[src/rtl/erase_seq_pkg.sv]
// Shared opcodes, state types and frame helpers for the security-register
// erase sequencer. Assumes one-byte opcodes and a 24-bit address field.
package erase_seq_pkg;

    localparam logic [7:0] OP_WR_ENABLE = 8'h06;
    localparam logic [7:0] OP_SEC_ERASE = 8'h44;
    localparam logic [7:0] OP_RD_STATUS = 8'h05;
    localparam logic [7:0] BUSY_MASK    = 8'h01;

    typedef enum logic [1:0] {
        ST_IDLE,
        ST_LOAD,
        ST_XFER,
        ST_GAP
    } seq_state_t;

    typedef enum logic [1:0] {
        FR_WREN,
        FR_ERASE,
        FR_STATUS
    } frame_kind_t;

    // Byte sent at position pos of a frame of the given kind.
    function automatic logic [7:0] frame_byte(frame_kind_t kind, logic [3:0] idx,
                                              logic [1:0] pos);
        logic [7:0] b;
        b = 8'h00;
        case (kind)
            FR_WREN:   b = OP_WR_ENABLE;
            FR_ERASE:  begin
                if (pos == 2'd0)      b = OP_SEC_ERASE;
                else if (pos == 2'd2) b = {idx, 4'b0000};
                else                  b = 8'h00;
            end
            FR_STATUS: b = (pos == 2'd0) ? OP_RD_STATUS : 8'h00;
            default:   b = 8'h00;
        endcase
        return b;
    endfunction

    // Position of the final byte of a frame of the given kind.
    function automatic logic [1:0] frame_last(frame_kind_t kind);
        logic [1:0] p;
        case (kind)
            FR_ERASE:  p = 2'd3;
            FR_STATUS: p = 2'd1;
            default:   p = 2'd0;
        endcase
        return p;
    endfunction

endpackage

[src/rtl/spi_byte_engine.sv]
// Mode-0 byte shifter. A go pulse loads tx_byte while sclk is low. Each
// half period of sclk lasts CLK_DIV system clocks. The engine captures miso
// on rising edges and advances mosi on falling edges. It pulses byte_done
// after the eighth falling edge, leaving sclk low. Assumes go arrives only
// while idle.
module spi_byte_engine #(
    parameter int CLK_DIV = 4
) (
    input  logic       clk,
    input  logic       rst_n,
    input  logic       go,
    input  logic [7:0] tx_byte,
    input  logic       miso,
    output logic       sclk,
    output logic       mosi,
    output logic       byte_done,
    output logic [7:0] rx_byte
);
    localparam int DIV_W = (CLK_DIV > 1) ? $clog2(CLK_DIV) : 1;

    logic             active;
    logic [DIV_W-1:0] div_cnt;
    logic [2:0]       bit_cnt;
    logic [7:0]       shreg;

    assign mosi = shreg[7];

    // Divide the clock, toggle sclk, shift data out and in.
    always_ff @(posedge clk) begin
        if (!rst_n) begin
            active    <= 1'b0;
            div_cnt   <= '0;
            bit_cnt   <= '0;
            shreg     <= '0;
            rx_byte   <= '0;
            sclk      <= 1'b0;
            byte_done <= 1'b0;
        end else begin
            byte_done <= 1'b0;
            if (!active) begin
                if (go) begin
                    active  <= 1'b1;
                    shreg   <= tx_byte;
                    div_cnt <= '0;
                    bit_cnt <= '0;
                    sclk    <= 1'b0;
                end
            end else if (div_cnt == DIV_W'(CLK_DIV - 1)) begin
                div_cnt <= '0;
                if (!sclk) begin
                    sclk    <= 1'b1;
                    rx_byte <= {rx_byte[6:0], miso};
                end else begin
                    sclk <= 1'b0;
                    if (bit_cnt == 3'd7) begin
                        active    <= 1'b0;
                        byte_done <= 1'b1;
                    end else begin
                        bit_cnt <= bit_cnt + 3'd1;
                        shreg   <= {shreg[6:0], 1'b0};
                    end
                end
            end else begin
                div_cnt <= div_cnt + DIV_W'(1);
            end
        end
    end

    // data must not move while the clock is high
    assert_mosi_hold_R5: assert property (@(posedge clk) disable iff (!rst_n)
        (sclk && $past(sclk)) |-> $stable(mosi));

    // a byte ends with the clock parked low
    assert_byte_ends_low_R4: assert property (@(posedge clk) disable iff (!rst_n)
        byte_done |-> !sclk);

endmodule

[src/rtl/erase_seq_ctrl.sv]
// Command sequencer. It checks the index, then runs write-enable, erase and
// repeated status frames, each framed by cs_n. Every frame is followed by a
// CS_GAP cycle high gap. Assumes the byte engine reports one byte_done per go.
module erase_seq_ctrl
    import erase_seq_pkg::*;
#(
    parameter int CS_GAP        = 4,
    parameter int POLL_LIMIT    = 64,
    parameter int SEC_REG_COUNT = 3
) (
    input  logic       clk,
    input  logic       rst_n,
    input  logic       start,
    input  logic [3:0] reg_idx,
    input  logic       byte_done,
    input  logic [7:0] rx_byte,
    output logic       go,
    output logic [7:0] tx_byte,
    output logic       cs_n,
    output logic       done,
    output logic       err
);
    localparam int GAP_W  = $clog2(CS_GAP + 1);
    localparam int POLL_W = $clog2(POLL_LIMIT + 1);

    seq_state_t        state;
    frame_kind_t       frame;
    logic [1:0]        pos;
    logic [3:0]        idx_q;
    logic [GAP_W-1:0]  gap_cnt;
    logic [POLL_W-1:0] poll_cnt;
    logic              dev_busy;
    logic              idx_ok;

    assign idx_ok  = (reg_idx != 4'd0) && (reg_idx <= 4'(SEC_REG_COUNT));
    assign go      = (state == ST_LOAD);
    assign tx_byte = frame_byte(frame, idx_q, pos);

    // Step through frames, gaps and the poll decision.
    always_ff @(posedge clk) begin
        if (!rst_n) begin
            state    <= ST_IDLE;
            frame    <= FR_WREN;
            pos      <= '0;
            idx_q    <= '0;
            gap_cnt  <= '0;
            poll_cnt <= '0;
            dev_busy <= 1'b0;
            cs_n     <= 1'b1;
            done     <= 1'b0;
            err      <= 1'b0;
        end else begin
            done <= 1'b0;
            err  <= 1'b0;
            case (state)
                ST_IDLE: begin
                    if (start) begin
                        if (idx_ok) begin
                            idx_q    <= reg_idx;
                            frame    <= FR_WREN;
                            pos      <= '0;
                            poll_cnt <= '0;
                            cs_n     <= 1'b0;
                            state    <= ST_LOAD;
                        end else begin
                            err <= 1'b1;
                        end
                    end
                end
                ST_LOAD: state <= ST_XFER;
                ST_XFER: begin
                    if (byte_done) begin
                        if (frame == FR_STATUS && pos == 2'd1)
                            dev_busy <= |(rx_byte & BUSY_MASK);
                        if (pos == frame_last(frame)) begin
                            cs_n    <= 1'b1;
                            gap_cnt <= '0;
                            state   <= ST_GAP;
                        end else begin
                            pos   <= pos + 2'd1;
                            state <= ST_LOAD;
                        end
                    end
                end
                ST_GAP: begin
                    if (gap_cnt == GAP_W'(CS_GAP - 1)) begin
                        pos <= '0;
                        case (frame)
                            FR_WREN: begin
                                frame <= FR_ERASE;
                                cs_n  <= 1'b0;
                                state <= ST_LOAD;
                            end
                            FR_ERASE: begin
                                frame <= FR_STATUS;
                                cs_n  <= 1'b0;
                                state <= ST_LOAD;
                            end
                            default: begin
                                if (!dev_busy) begin
                                    done  <= 1'b1;
                                    state <= ST_IDLE;
                                end else if (poll_cnt == POLL_W'(POLL_LIMIT - 1)) begin
                                    err   <= 1'b1;
                                    state <= ST_IDLE;
                                end else begin
                                    poll_cnt <= poll_cnt + POLL_W'(1);
                                    cs_n     <= 1'b0;
                                    state    <= ST_LOAD;
                                end
                            end
                        endcase
                    end else begin
                        gap_cnt <= gap_cnt + GAP_W'(1);
                    end
                end
                default: state <= ST_IDLE;
            endcase
        end
    end

    // a bad index gives an error with the bus left idle
    assert_bad_index_R2: assert property (@(posedge clk) disable iff (!rst_n)
        (state == ST_IDLE && start && !idx_ok) |=> (err && cs_n));

    // completion and failure never coincide
    assert_done_err_excl_R8: assert property (@(posedge clk) disable iff (!rst_n)
        !(done && err));

    // the poll count stays inside its limit
    assert_poll_bound_R9: assert property (@(posedge clk) disable iff (!rst_n)
        poll_cnt < POLL_W'(POLL_LIMIT));

    // a request during a sequence leaves the latched index alone
    assert_start_ignored_R10: assert property (@(posedge clk) disable iff (!rst_n)
        (state != ST_IDLE && start) |=> $stable(idx_q));

endmodule

[src/rtl/sec_erase_seq.sv]
// Top of the security-register erase sequencer. It joins the command
// sequencer to the mode-0 byte engine. Assumes miso is synchronous to clk
// or slow enough to be sampled directly.
module sec_erase_seq #(
    parameter int CLK_DIV       = 4,
    parameter int CS_GAP        = 4,
    parameter int POLL_LIMIT    = 64,
    parameter int SEC_REG_COUNT = 3
) (
    input  logic       clk,
    input  logic       rst_n,
    input  logic       start,
    input  logic [3:0] reg_idx,
    output logic       cs_n,
    output logic       sclk,
    output logic       mosi,
    input  logic       miso,
    output logic       done,
    output logic       err
);
    logic       go;
    logic [7:0] tx_byte;
    logic       byte_done;
    logic [7:0] rx_byte;

    erase_seq_ctrl #(
        .CS_GAP       (CS_GAP),
        .POLL_LIMIT   (POLL_LIMIT),
        .SEC_REG_COUNT(SEC_REG_COUNT)
    ) i_ctrl (
        .clk      (clk),
        .rst_n    (rst_n),
        .start    (start),
        .reg_idx  (reg_idx),
        .byte_done(byte_done),
        .rx_byte  (rx_byte),
        .go       (go),
        .tx_byte  (tx_byte),
        .cs_n     (cs_n),
        .done     (done),
        .err      (err)
    );

    spi_byte_engine #(
        .CLK_DIV(CLK_DIV)
    ) i_engine (
        .clk      (clk),
        .rst_n    (rst_n),
        .go       (go),
        .tx_byte  (tx_byte),
        .miso     (miso),
        .sclk     (sclk),
        .mosi     (mosi),
        .byte_done(byte_done),
        .rx_byte  (rx_byte)
    );

    // the clock rests low whenever the device is deselected
    assert_sclk_idle_R5: assert property (@(posedge clk) disable iff (!rst_n)
        cs_n |-> !sclk);

    // deselect happens only with the clock low
    assert_cs_rise_low_R4: assert property (@(posedge clk) disable iff (!rst_n)
        $rose(cs_n) |-> !sclk);

endmodule

[config.mk]
export PLATFORM = sky130hd
export DESIGN_NAME = sec_erase_seq
export DESIGN_NICKNAME = d
export VERILOG_FILES = /design/src/rtl/erase_seq_pkg.sv /design/src/rtl/spi_byte_engine.sv /design/src/rtl/erase_seq_ctrl.sv /design/src/rtl/sec_erase_seq.sv
export SDC_FILE = /design/constraint.sdc
export NUM_CORES = 1
export LEC_CHECK = 0
export ABC_CLOCK_PERIOD_IN_PS = 5100
export BUFFER_PORTS_ARGS = -buffer_cell sky130_fd_sc_hd__buf_2
export CAP_MARGIN = 25
export CORE_MARGIN = 2
export CORE_UTILIZATION = 30
export DETAILED_ROUTE_END_ITERATION = 12
export PLACE_DENSITY_LB_ADDON = 0.1
export SETUP_SLACK_MARGIN = 0.4
export SYNTH_ARGS = -nofsm -noshare
export SYNTH_HDL_FRONTEND = slang
export SYNTH_SLANG_ARGS = --single-unit
export TNS_END_PERCENT = 30
[constraint.sdc]
create_clock -name clk -period 5.1 [get_ports clk]
set_input_delay 0.51 -clock clk [delete_from_list [all_inputs] [get_ports clk]]
set_output_delay 0.51 -clock clk [all_outputs]
set_load 0.02 [all_outputs]
## After elaboration in Yosys (flattened, before gate mapping)

Cells that the tools add are included.

- Register bits after elaboration: 41
- Input port bits: 8
- Output and inout bits: 5
- Word-level logic and storage cells: 156

- Add/sub/neg operators: 5
- Order comparisons: 1
- Equality and inequality tests: 28
- Muxes and demuxes: 77
- Bitwise logic cells: 4
- Reductions and logical operators: 24

Operators by type and width:

| cell | number |
|---|---|
| $mux W8 | 7 |
| $mux W7 | 6 |
| $mux W2 | 19 |
| $mux W3 | 9 |
| $mux W1 | 26 |
| $pmux W8 S3 | 1 |
| $reduce_and A4 Y1 | 4 |
| $ne A2 B2 Y1 const B | 7 |
| $pmux W7 S2 | 1 |
| $ne A2 B1 Y1 const B | 6 |
| $pmux W2 S2 | 3 |
| $eq A2 B2 Y1 const B | 5 |
| $reduce_and A3 Y1 | 3 |
| $pmux W2 S4 | 1 |
| $reduce_and A8 Y1 | 1 |
| $add A7 B1 Y7 const B | 1 |
| $eq A7 B6 Y1 const B | 1 |
| $reduce_and A7 Y1 | 1 |
| $add A3 B1 Y3 const B | 2 |
| $eq A2 B1 Y1 const B | 3 |
| $logic_not A2 Y1 | 3 |
| $pmux W2 S3 | 1 |
| $pmux W3 S2 | 1 |
| $reduce_and A6 Y1 | 1 |
| other kinds (19) | 26 |

## Logic depth before layout (Yosys ltp)

Gate-level depths: netlist of the first run.

- Depth after elaboration: 9
- Mapped depth: 9
- Depth with buffers taken out: 7

## By module

From an unflattened synthesis of the first run, not the netlist that was laid out.

- Cells, all modules: 285
- Area total of the unflattened synthesis: 2,552.4 µm²

By module, submodules not included:

| module | times used | cells an instance | area an instance (µm²) | seq. area each (µm²) |
|---|---|---|---|---|
| erase_seq_ctrl | 1 | 182 | 1,493.9 | 480.5 |
| spi_byte_engine | 1 | 103 | 1,058.5 | 480.5 |

## Worst setup path after synthesis of the first run

Ideal clock, no wire load.

- Path kind: register to register
- Start point: register i_ctrl.state[0]
- End point: register i_ctrl.pos[0]
- Arrival time: 1,994 ps
- Path slack: 3,032 ps
- Cell stages (with the launch flop): 8
- Buffers on the path: 0
- Clock period less this slack: 2,068 ps
- Path through: dfxtp_1 > inv_1 > ha_1 > inv_1 > o22ai_1 > or4_4 > or4b_1 > a31oi_1

- Word-level cells in the longest chain between the ends: 3

Ends and longest elaborated chain:

| element | RTL line | text |
|---|---|---|
| from (decl) | erase_seq_ctrl.sv:26 | `seq_state_t state;` |
| from (signal assigned) | erase_seq_ctrl.sv:42 | `state <= ST_IDLE;` |
| from (signal assigned) | erase_seq_ctrl.sv:64 | `state <= ST_LOAD;` |
| from (signal assigned) | erase_seq_ctrl.sv:70 | `ST_LOAD: state <= ST_XFER;` |
| $eq A2 B2 Y1 or $logic_not A2 Y1 (tied branches) | erase_seq_ctrl.sv:55 | `case (state)` |
| $ne A2 B2 Y1 (no line) (tied with other cells) | - |  |
| $reduce_and A6 Y1 (no line) | - |  |
| to (signal assigned) | erase_seq_ctrl.sv:80 | `pos <= pos + 2'd1;` |
| to (decl) | erase_seq_ctrl.sv:28 | `logic [1:0] pos;` |

Several ways; a longest one is shown, not always the timed one.
A chain may end at the register's enable or synchronous reset.

## Final worst setup path of the first run

- Start point: register i_ctrl.state[0]
- End point: register i_ctrl.poll_cnt[5]

- Word-level cells in the longest chain between the ends: 3

Ends and longest elaborated chain:

| element | RTL line | text |
|---|---|---|
| $eq A2 B2 Y1 or $logic_not A2 Y1 (tied branches) | erase_seq_ctrl.sv:55 |  |
| $ne A2 B1 Y1 (no line) (tied with other cells) | - |  |
| $reduce_and A7 Y1 (no line) | - |  |
| to (signal assigned) | erase_seq_ctrl.sv:107 | `poll_cnt <= poll_cnt + POLL_W'(1);` |
| to (decl) | erase_seq_ctrl.sv:31 | `logic [POLL_W-1:0] poll_cnt;` |

Several ways; a longest one is shown, not always the timed one.

==> flow_summary.yaml, run 1 <==
routing:
  routedWlPerCell_um: 14.10
  drtAntennaViolNets: 0
  firstDrtPassIters: 4
  drt-initial-drc-count: 132
  routed_wl_um: 4723
  drcViolationCount: 0
  viasPerCell: 5.042
  vias: 1689
layout:
  fin_cells: 335
  fin_nets: 280
  antennaDiodeCount: 0
  drive_above_1_share: 0.1098
  nFillCells: 737
  design_area_um2: 2342
  final_util: 0.3467
  syn2layout_area_growth_pct: 12.16
critical_path:
  crit_start: "i_ctrl.state[0]"
  path_class: "reg -> reg"
  crit_path_end_kind: "register"
  cp_max_fo: 12
  r2r_start: "i_ctrl.state[0]"
  critPathSlowestCell: "or4_4"
  critPathLaunchType: "register"
  worst_path_largest_cell_delay_ns: 0.62
  worstPathRequired_ns: 5.32
  arrival_ns: 2.62
  crit_chain: "ha_1, inv_1, o22ai_1, or4_4, or4_1, a21oi_1"
power_and_ir_drop:
  p_per_area_nw_per_um2: 311.0
  finalPower_mw: 0.7284
  static-leakage-power_nw: 0.9110
  peakVddDrop_uv: 135.0
synth:
  synthCells: 245
  async_flop_share: 0
  synth_edf_count: 0
  ys_warn_count: 0
  synth_area_per_cell_um2: 8.523
  yosysSeqAreaShare: 0.3930
  syn_area_um2: 2088
  syn-num-nets: 271
  synth.distinct_cells: 42
  synth-seq-cells: 41
  synth_flop_cell: "dfxtp_1"
sta:
  worst_pin_slew_ns: 0.7498
  maxSlewHeadroom: 0.4959
  setup_ws_ns: 2.708
  setup_violations: 0
  timing.final.crit_share: 0.4690
  period_minus_slack_ns: 2.392
  hold_viol_final: 0
  rsz0062_at_grt: "false"
  slew_violations: 0
  finClkSkew_ns: 0.008036
  hold_slack_ns: 0.4571
  fmax_mhz: 418.1
  tns_ns: 0
clocking:
  post_cts_buffers: 0
  clk_latency_ns: 0.29
  ctsResizeCount: 0
  clockRootBuffer: "clkbuf_8"
  h-tree-depth: 2
  cts_tree: "yes"
  clk_pin_slew_worst_paths_ns: 0.08
  ctsLongestPathBuffers: 2
  cts_hold_buf: 0
  clock_sinks: 41
  numCtsBuffers: 5
global_routing:
  overflow: 0
  grt_max_degree: 20
  antenna_found_initial: 0
  grt_pass1_vias: 1563
  grt_pass1_wl_um: 7976
  grt_use_total: 0.1330
placement:
  place_area_um2: 2226
  pre_cts_slack_ns: 2.732
  place_congestion: 0.7404
  dp.cells: 327
  io_buffers: 12
  hpwlAfterDp_um: 3414
status:
  status: "completed"
hold_path:
  hp-start: "miso"
  hold_path_class: "in -> reg"
floorplanning:
  initial_core_util: 0.3091
  design.die.area_um2: 7644
  num_rows: 30
  fp.dieW_um: 87.43
  core_area_um2: 6756
  ios: 13
  dieHeight_um: 87.43
job:
  max_cap_viol_count: 0
layer usage:
metal / up-vias / GRT usage / part of all wire
met5: - / 0 / 0
met3: 5 / 0.03412 / 0.041
met2: 33 / 0.1983 / 0.41
met1: 763 / 0.1917 / 0.54
met4: 0 / 0.02937 / 0.0089
li1: 888 / - / -
flip-flops by register name, summed over array words and instances (netlist names), 2 cells and up:
| register | flops |
|---|---|
| i_ctrl.pos | 2 |
| i_ctrl.state | 2 |
| i_engine.div_cnt | 2 |
| i_ctrl.idx_q | 4 |
| i_ctrl.frame | 2 |
| i_engine.bit_cnt | 3 |
| i_ctrl.gap_cnt | 3 |
| i_engine.shreg | 8 |
| i_ctrl.poll_cnt | 7 |
final timing paths:
path / end / slack [ns] / depth (start not counted)
min: i_engine.rx_byte[0] / 0.46 / 3
min reg2reg: i_engine.shreg[3] / 0.47 / 2
max: i_ctrl.poll_cnt[5] / 2.71 / 6
max reg2reg: i_ctrl.poll_cnt[5] / 2.71 / 6
layout make-up:
cell class / count / area (um2) / share of cell area
Multi-Input combinational cell: 179 / 1165 / 0.4973
Sequential cell: 41 / 820.8 / 0.3504
Tap cell: 80 / 100.1 / 0.04273
Timing Repair Buffer: 13 / 87.58 / 0.03739
Clock buffer: 7 / 86.33 / 0.03686
Inverter: 14 / 52.55 / 0.02244
Clock inverter: 1 / 30.03 / 0.01282
power by group:
part	leakage [nW]	switching (mW)	total [mW]	internal, mW
logic	0.521	0.0633	0.104	0.0410
clock network	0.0585	0.114	0.274	0.160
registers	0.332	0.0147	0.350	0.336
total	0.911	0.192	0.728	0.536
Yosys cell counts (4+ instances only):
| master | n | share of area |
|---|---|---|
| a211oi_1 | 4 | 0.014 |
| a21oi_1 | 16 | 0.038 |
| a31oi_1 | 4 | 0.012 |
| and3_1 | 5 | 0.015 |
| clkbuf_1 | 8 | 0.014 |
| dfxtp_1 | 41 | 0.39 |
| ha_1 | 18 | 0.11 |
| inv_1 | 14 | 0.025 |
| mux2i_1 | 7 | 0.034 |
| nand2_1 | 23 | 0.041 |
| nand3_1 | 10 | 0.024 |
| nor2_1 | 28 | 0.050 |
| nor3_1 | 8 | 0.019 |
| nor3b_1 | 4 | 0.014 |
| o21ai_0 | 9 | 0.022 |
| o22ai_1 | 4 | 0.012 |
| or3_1 | 4 | 0.012 |
cell families (layout without fill, tap and decap cells):
group	after synthesis	in the layout	synth area share
compound gates	51	51	0.1588
simple gates	98	98	0.2343
mux	9	9	0.04434
fa+ha+maj	18	18	0.1079
flops	41	41	0.3931
xor+xnor	3	3	0.01258
buf+inv	25	35	0.04913
placed cells by master, fill, tap and decap left out, types with 5 or more instances in the layout:
cell      Yosys  final
dfxtp_1      41     41
nor2_1       28     28
nand2_1      23     23
ha_1         18     18
a21oi_1      16     16
inv_1        14     14
buf_2         1     12
nand3_1      10     10
o21ai_0       9      9
nor3_1        8      8
mux2i_1       7      7
clkbuf_8      0      6
and3_1        5      5
critical path, delay by kind of cell, from the launching register on:
family                     cells  cell delay (ns)
AOI/OAI and AO/OA              2             0.33
adders and majority gates      1             0.35
DFF                            1             0.35
and+or+nand+nor                2             1.11
buffers and inverters          1             0.19
(Power assumes the default switching activity.)
==> run 2: changes to the inputs <==
--- a/config.mk
+++ b/config.mk
@@ -5,7 +5,7 @@
 export SDC_FILE = /design/constraint.sdc
 export NUM_CORES = 1
 export LEC_CHECK = 0
-export ABC_CLOCK_PERIOD_IN_PS = 5100
+export ABC_CLOCK_PERIOD_IN_PS = 2300
 export BUFFER_PORTS_ARGS = -buffer_cell sky130_fd_sc_hd__buf_2
 export CAP_MARGIN = 25
 export CORE_MARGIN = 2
==> constraint.sdc (replaced) <==
create_clock -name clk -period 2.3 [get_ports clk]
set_input_delay 0.23 -clock clk [delete_from_list [all_inputs] [get_ports clk]]
set_output_delay 0.23 -clock clk [all_outputs]
set_load 0.02 [all_outputs]
==> run 2 against run 1 <==
Via count rose by 6.0%. First-iteration DRC count fell by 8.3%. Combinational power rose to 2.9 times the previous value. Global-route usage rose by 0.42 points.
==> flow_summary.yaml, run 2 (same netlist as run 1, synthesis figures left out) <==
routing:
  drt-initial-drc-count: 121
  viasPerCell: 5.103
  firstDrtPassIters: 4
  routed_wl_um: 4969
  drcViolationCount: 0
  routedWlPerCell_um: 14.16
  vias: 1791
  drtAntennaViolNets: 0
layout:
  fin_nets: 297
  largest_reg_flops: 8
  layout_commonest_cell: "dfxtp_1"
  layout_common_cells: "dfxtp_1 (36), nor2_1 (27), nand2_1 (23)"
  design_area_um2: 2546
  top_register: "i_engine.shreg"
  syn2layout_area_growth_pct: 21.93
  nFillCells: 705
  drive_above_1_share: 0.2435
  final_util: 0.3769
  antennaDiodeCount: 0
  largestRegisters: "i_engine.shreg (8), i_ctrl.poll_cnt (7), i_ctrl.idx_q (4)"
hold_path:
  hold_path_class: "in -> reg"
  hp-start: "miso"
sta:
  timing.final.crit_share: 0.8903
  finClkSkew_ns: 0.002009
  maxSlewHeadroom: 0.7181
  tns_ns: 0
  fmax_mhz: 488.4
  setup_violations: 0
  period_minus_slack_ns: 2.048
  rsz0062_at_grt: "true"
  hold_viol_final: 0
  worst_pin_slew_ns: 0.4197
  setup_ws_ns: 0.2523
  slew_violations: 0
  hold_slack_ns: 0.1629
critical_path:
  critPathLaunchType: "register"
  crit_chain: "inv_4, ha_4, o31a_1, or4_4, buf_4, or3_1, a31oi_1"
  cp_max_fo: 6
  arrival_ns: 2.27
  crit_start: "i_ctrl.state[1]"
  worst_path_largest_cell_delay_ns: 0.56
  path_class: "reg -> reg"
  crit_path_end_kind: "register"
  cp_top_family: "simple AND/OR/NAND/NOR gates"
  critPathSlowestCell: "or4_4"
  worstPathRequired_ns: 2.53
  crit_buf_inv: 2
  r2r_start: "i_ctrl.state[1]"
power_and_ir_drop:
  peakVddDrop_uv: 232.1
  static-leakage-power_nw: 0.9895
  p_per_area_nw_per_um2: 645.5
floorplanning:
  ios: 13
  dieHeight_um: 87.43
  num_rows: 30
  design.die.area_um2: 7644
  initial_core_util: 0.3091
  fp.dieW_um: 87.43
  core_area_um2: 6756
global_routing:
  overflow: 0
  grt_max_degree: 29
  antenna_found_initial: 0
  grt_use_total: 0.1372
  grt_pass1_wl_um: 8045
  grt_pass1_vias: 1591
clocking:
  clk_pin_slew_worst_paths_ns: 0.08
  clock_sinks: 41
  clockRootBuffer: "clkbuf_8"
  numCtsBuffers: 5
  ctsLongestPathBuffers: 2
  clk_latency_ns: 0.29
  cts_hold_buf: 0
  h-tree-depth: 2
  cts_tree: "yes"
placement:
  io_buffers: 12
  place_congestion: 0.7908
  pre_cts_slack_ns: 0.1614
  place_area_um2: 2320
  hpwlAfterDp_um: 3407
status:
  status: "completed"
job:
  max_cap_viol_count: 0
[run 2: final cells by class]
type | count | area [um2] | area share
flip-flops and latches | 41 | 834.6 | 0.3278
clock inverters | 2 | 35.03 | 0.01376
inverters | 14 | 65.06 | 0.02555
multi-input cells | 179 | 1244 | 0.4885
well taps | 80 | 100.1 | 0.03931
repair buffers | 30 | 198.9 | 0.07813
clock buffers | 5 | 68.82 | 0.02703
[run 2: per-stage QoR]
stage,cells,power (mW)
after floorplan,245,0.9722
after global placement,335,1.049
after detailed placement,335,1.046
after CTS,348,1.637
after global routing,351,1.736
final,351,1.644
[run 2: final timing paths]
check / endpoint / slack, ns / cells after the start
worst min-delay path: i_engine.rx_byte[0] / 0.16 / 3
worst max register to register: i_ctrl.pos[1] / 0.25 / 7
worst min register to register: i_engine.shreg[3] / 0.46 / 2
worst max-delay path: i_ctrl.pos[1] / 0.25 / 7
[run 2: timing repair]
| action | CTS | global route |
|---|---|---|
| pin swaps | 8 | 6 |
| resized for setup | 9 | 12 |
| endpoints found under the setup margin | 12 | 22 |
| setup buffers | 6 | 3 |
[run 2: power breakdown]
part / internal, mW / switching [mW] / total (mW)
Sequential: 0.744 / 0.0248 / 0.768
Clock: 0.316 / 0.259 / 0.575
Combinational: 0.134 / 0.166 / 0.300
Total: 1.19 / 0.450 / 1.64
[run 2: worst register-to-register path, delay by kind of cell (launching register included)]
family / cells / cell delay (ns)
AO/OA/AOI/OAI: 2 / 0.31
buffers and inverters: 2 / 0.20
AND/OR/NAND/NOR: 2 / 0.89
flip-flops: 1 / 0.40
adder cells (fa/ha/maj): 1 / 0.17
[run 2: metal layers]
layer	up-vias	global-route usage	part of all wire	routed length (um)
met1	829	0.2003	0.53	2617
met2	35	0.1935	0.42	2076
met4	0	0.04615	0.015	75
met3	6	0.03602	0.040	199
li1	921	-	-	-
met5	-	0	0	0
==> run 3: changes to the inputs <==
--- a/config.mk
+++ b/config.mk
@@ -15,5 +15,6 @@
 export SETUP_SLACK_MARGIN = 0.4
 export SYNTH_ARGS = -nofsm -noshare
 export SYNTH_HDL_FRONTEND = slang
+export SYNTH_HIERARCHICAL = 1
 export SYNTH_SLANG_ARGS = --single-unit
 export TNS_END_PERCENT = 30
==> run 3 against run 2 <==
Combinational power down 6%. Cell area up 2.3%. Sequential power is essentially flat. Critical endpoint is now i_ctrl/poll_cnt[6]. Largest power group unchanged.
==> flow_summary.yaml, run 3 <==
status:
  status: "completed"
synth:
  synth_area_per_cell_um2: 8.706
  syn-num-nets: 290
  syn_area_um2: 2298
  synthCells: 264
  ys_warn_count: 6
routing:
  drtAntennaViolNets: 0
  viasPerCell: 4.917
  routedWlPerCell_um: 13.87
  drcViolationCount: 0
  routed_wl_um: 5160
  drt-initial-drc-count: 64
  vias: 1829
  firstDrtPassIters: 4
critical_path:
  crit_buf_inv: 0
  cp_top_family: "simple AND/OR/NAND/NOR gates"
  worstPathRequired_ns: 2.52
  crit_chain: "ha_1, nand3_2, o311a_1, or2_4, and2_4, a221oi_2"
  critPathSlowestCell: "dfxtp_1"
  crit_path_end_kind: "register"
  arrival_ns: 2.05
  cp_max_fo: 5
  critPathLaunchType: "register"
  worst_path_largest_cell_delay_ns: 0.37
  path_class: "reg -> reg"
placement:
  io_buffers: 12
  dp.cells: 364
  place_congestion: 0.7554
  hpwlAfterDp_um: 3731
sta:
  fmax_mhz: 546.2
  rsz0062_at_grt: "true"
  period_minus_slack_ns: 1.831
  slew_violations: 0
  worst_pin_slew_ns: 0.6860
  timing.final.crit_share: 0.7961
  setup_violations: 0
  hold_viol_final: 0
  tns_ns: 0
  finClkSkew_ns: 0.005509
  maxSlewHeadroom: 0.5388
layout:
  register_area_um2: 825.8
  nFillCells: 765
  antennaDiodeCount: 0
  drive_above_1_share: 0.1941
  top_register: "i_engine/shreg"
  layout_commonest_cell: "dfxtp_1"
  layout_common_cells: "dfxtp_1 (37), nand2_1 (29), ha_1 (16)"
  fin_nets: 298
  fin_cells: 372
  largestRegisters: "i_engine/shreg (8), i_ctrl/poll_cnt (7), i_ctrl/idx_q (4)"
  multi_input_area_um2: 1390
  largest_reg_flops: 8
  syn2layout_area_growth_pct: 13.34
power_and_ir_drop:
  peakVddDrop_uv: 250.8
  power_frac_comb: 0.170
  p_per_area_nw_per_um2: 636.0
  p_int_mw: 1.186
  p_switching_mw: 0.4710
  seq_power_share: 0.463
  swShare: 0.2843
  clkPwrFrac: 0.367
  static-leakage-power_nw: 1.019
hold_path:
  hold_path_class: "in -> reg"
global_routing:
  antenna_found_initial: 0
  grt_pass1_vias: 1774
  overflow: 0
  grt_use_total: 0.1318
  grt_pass1_wl_um: 8825
  grt_max_degree: 23
clocking:
  h-tree-depth: 2
  clk_pin_slew_worst_paths_ns: 0.09
  clk_latency_ns: 0.30
  cts_hold_buf: 0
  clock_sinks: 41
  clockRootBuffer: "clkbuf_8"
  cts_tree: "yes"
  numCtsBuffers: 5
  ctsLongestPathBuffers: 2
job:
  max_cap_viol_count: 0
floorplanning:
  core_area_um2: 7331
  fp.dieW_um: 91.53
  design.die.area_um2: 8378
  ios: 13
  initial_core_util: 0.3135
  dieHeight_um: 91.53
  num_rows: 31
[run 3: cell types whose count changed in the layout (fill, tap and decap cells not counted), sizes merged, moves of 5 or more]
cell,change
nor2b,+8
o21ai,+6
and2,+6
nand4,+5
nand2,+6
o31ai,+7
buf,-11
nor2,-18
mux2i,+8
[run 3: area by class of cell]
cell class,instances,area share
timing repair buffer,19,0.04323
clock buffer,5,0.02642
inverter,10,0.01441
tap,99,0.04755
clock inverter,3,0.01777
multi-input combinational,195,0.5336
sequential,41,0.3170
[run 3: worst paths after layout]
kind | from | end | slack (ns) | depth (start not counted)
hold / removal | reg_idx[0] | i_ctrl/idx_q[0] | 0.17 | 3
hold reg to reg | i_engine/bit_cnt[1] | i_engine/bit_cnt[1] | 0.47 | 2
setup reg to reg | i_ctrl/poll_cnt[0] | i_ctrl/poll_cnt[6] | 0.47 | 6
setup / recovery | i_ctrl/poll_cnt[0] | i_ctrl/poll_cnt[6] | 0.47 | 6
[run 3: metal layers]
| layer | vias to the layer above | track usage | routed length (um) |
|---|---|---|---|
| met1 | 853 | 0.1884 | 2847 |
| met4 | 0 | 0.05556 | 79 |
| met5 | - | 0 | 0 |
| li1 | 955 | - | - |
| met3 | 5 | 0.02905 | 127 |
| met2 | 16 | 0.1887 | 2105 |
[run 3: what timing repair did]
| action | CTS | global route |
|---|---|---|
| resized for setup | 4 | 11 |
| pin swaps | 0 | 1 |
| setup endpoints to repair | 11 | 12 |
| buffers inserted | 0 | 0 |
[run 3: worst reg2reg max path: cells and delay by family, from the launching register on]
family | cells | cell delay [ns]
AND/OR/NAND/NOR | 3 | 0.58
AO/OA/AOI/OAI | 2 | 0.58
flip-flops | 1 | 0.37
adder cells (fa/ha/maj) | 1 | 0.23
[run 3: metrics by stage]
stage	worst slack [ns]	power, mW	instance area (um2)	utilization	hold slack (ns)
global placement	0.2705	1.056	2436	0.3323	0.4507
floorplan	0.5989	0.9890	2298	-	0.3739
global route	0.3778	1.743	2605	0.3554	0.2045
CTS	0.3291	1.668	2557	0.3489	0.1635
finish	0.4690	1.657	2605	0.3554	0.1699
detailed placement	0.3243	1.051	2436	0.3323	0.4553
[run 3: power groups by stage]
stage / sequential [mW] / clock (mW) / combinational [mW]
2_1_floorplan: 0.785 / 0 / 0.204
3_3_place_gp: 0.783 / 0 / 0.273
3_5_place_dp: 0.782 / 0 / 0.268
4_1_cts: 0.767 / 0.629 / 0.272
5_1_grt: 0.772 / 0.658 / 0.313
6_report: 0.767 / 0.608 / 0.282
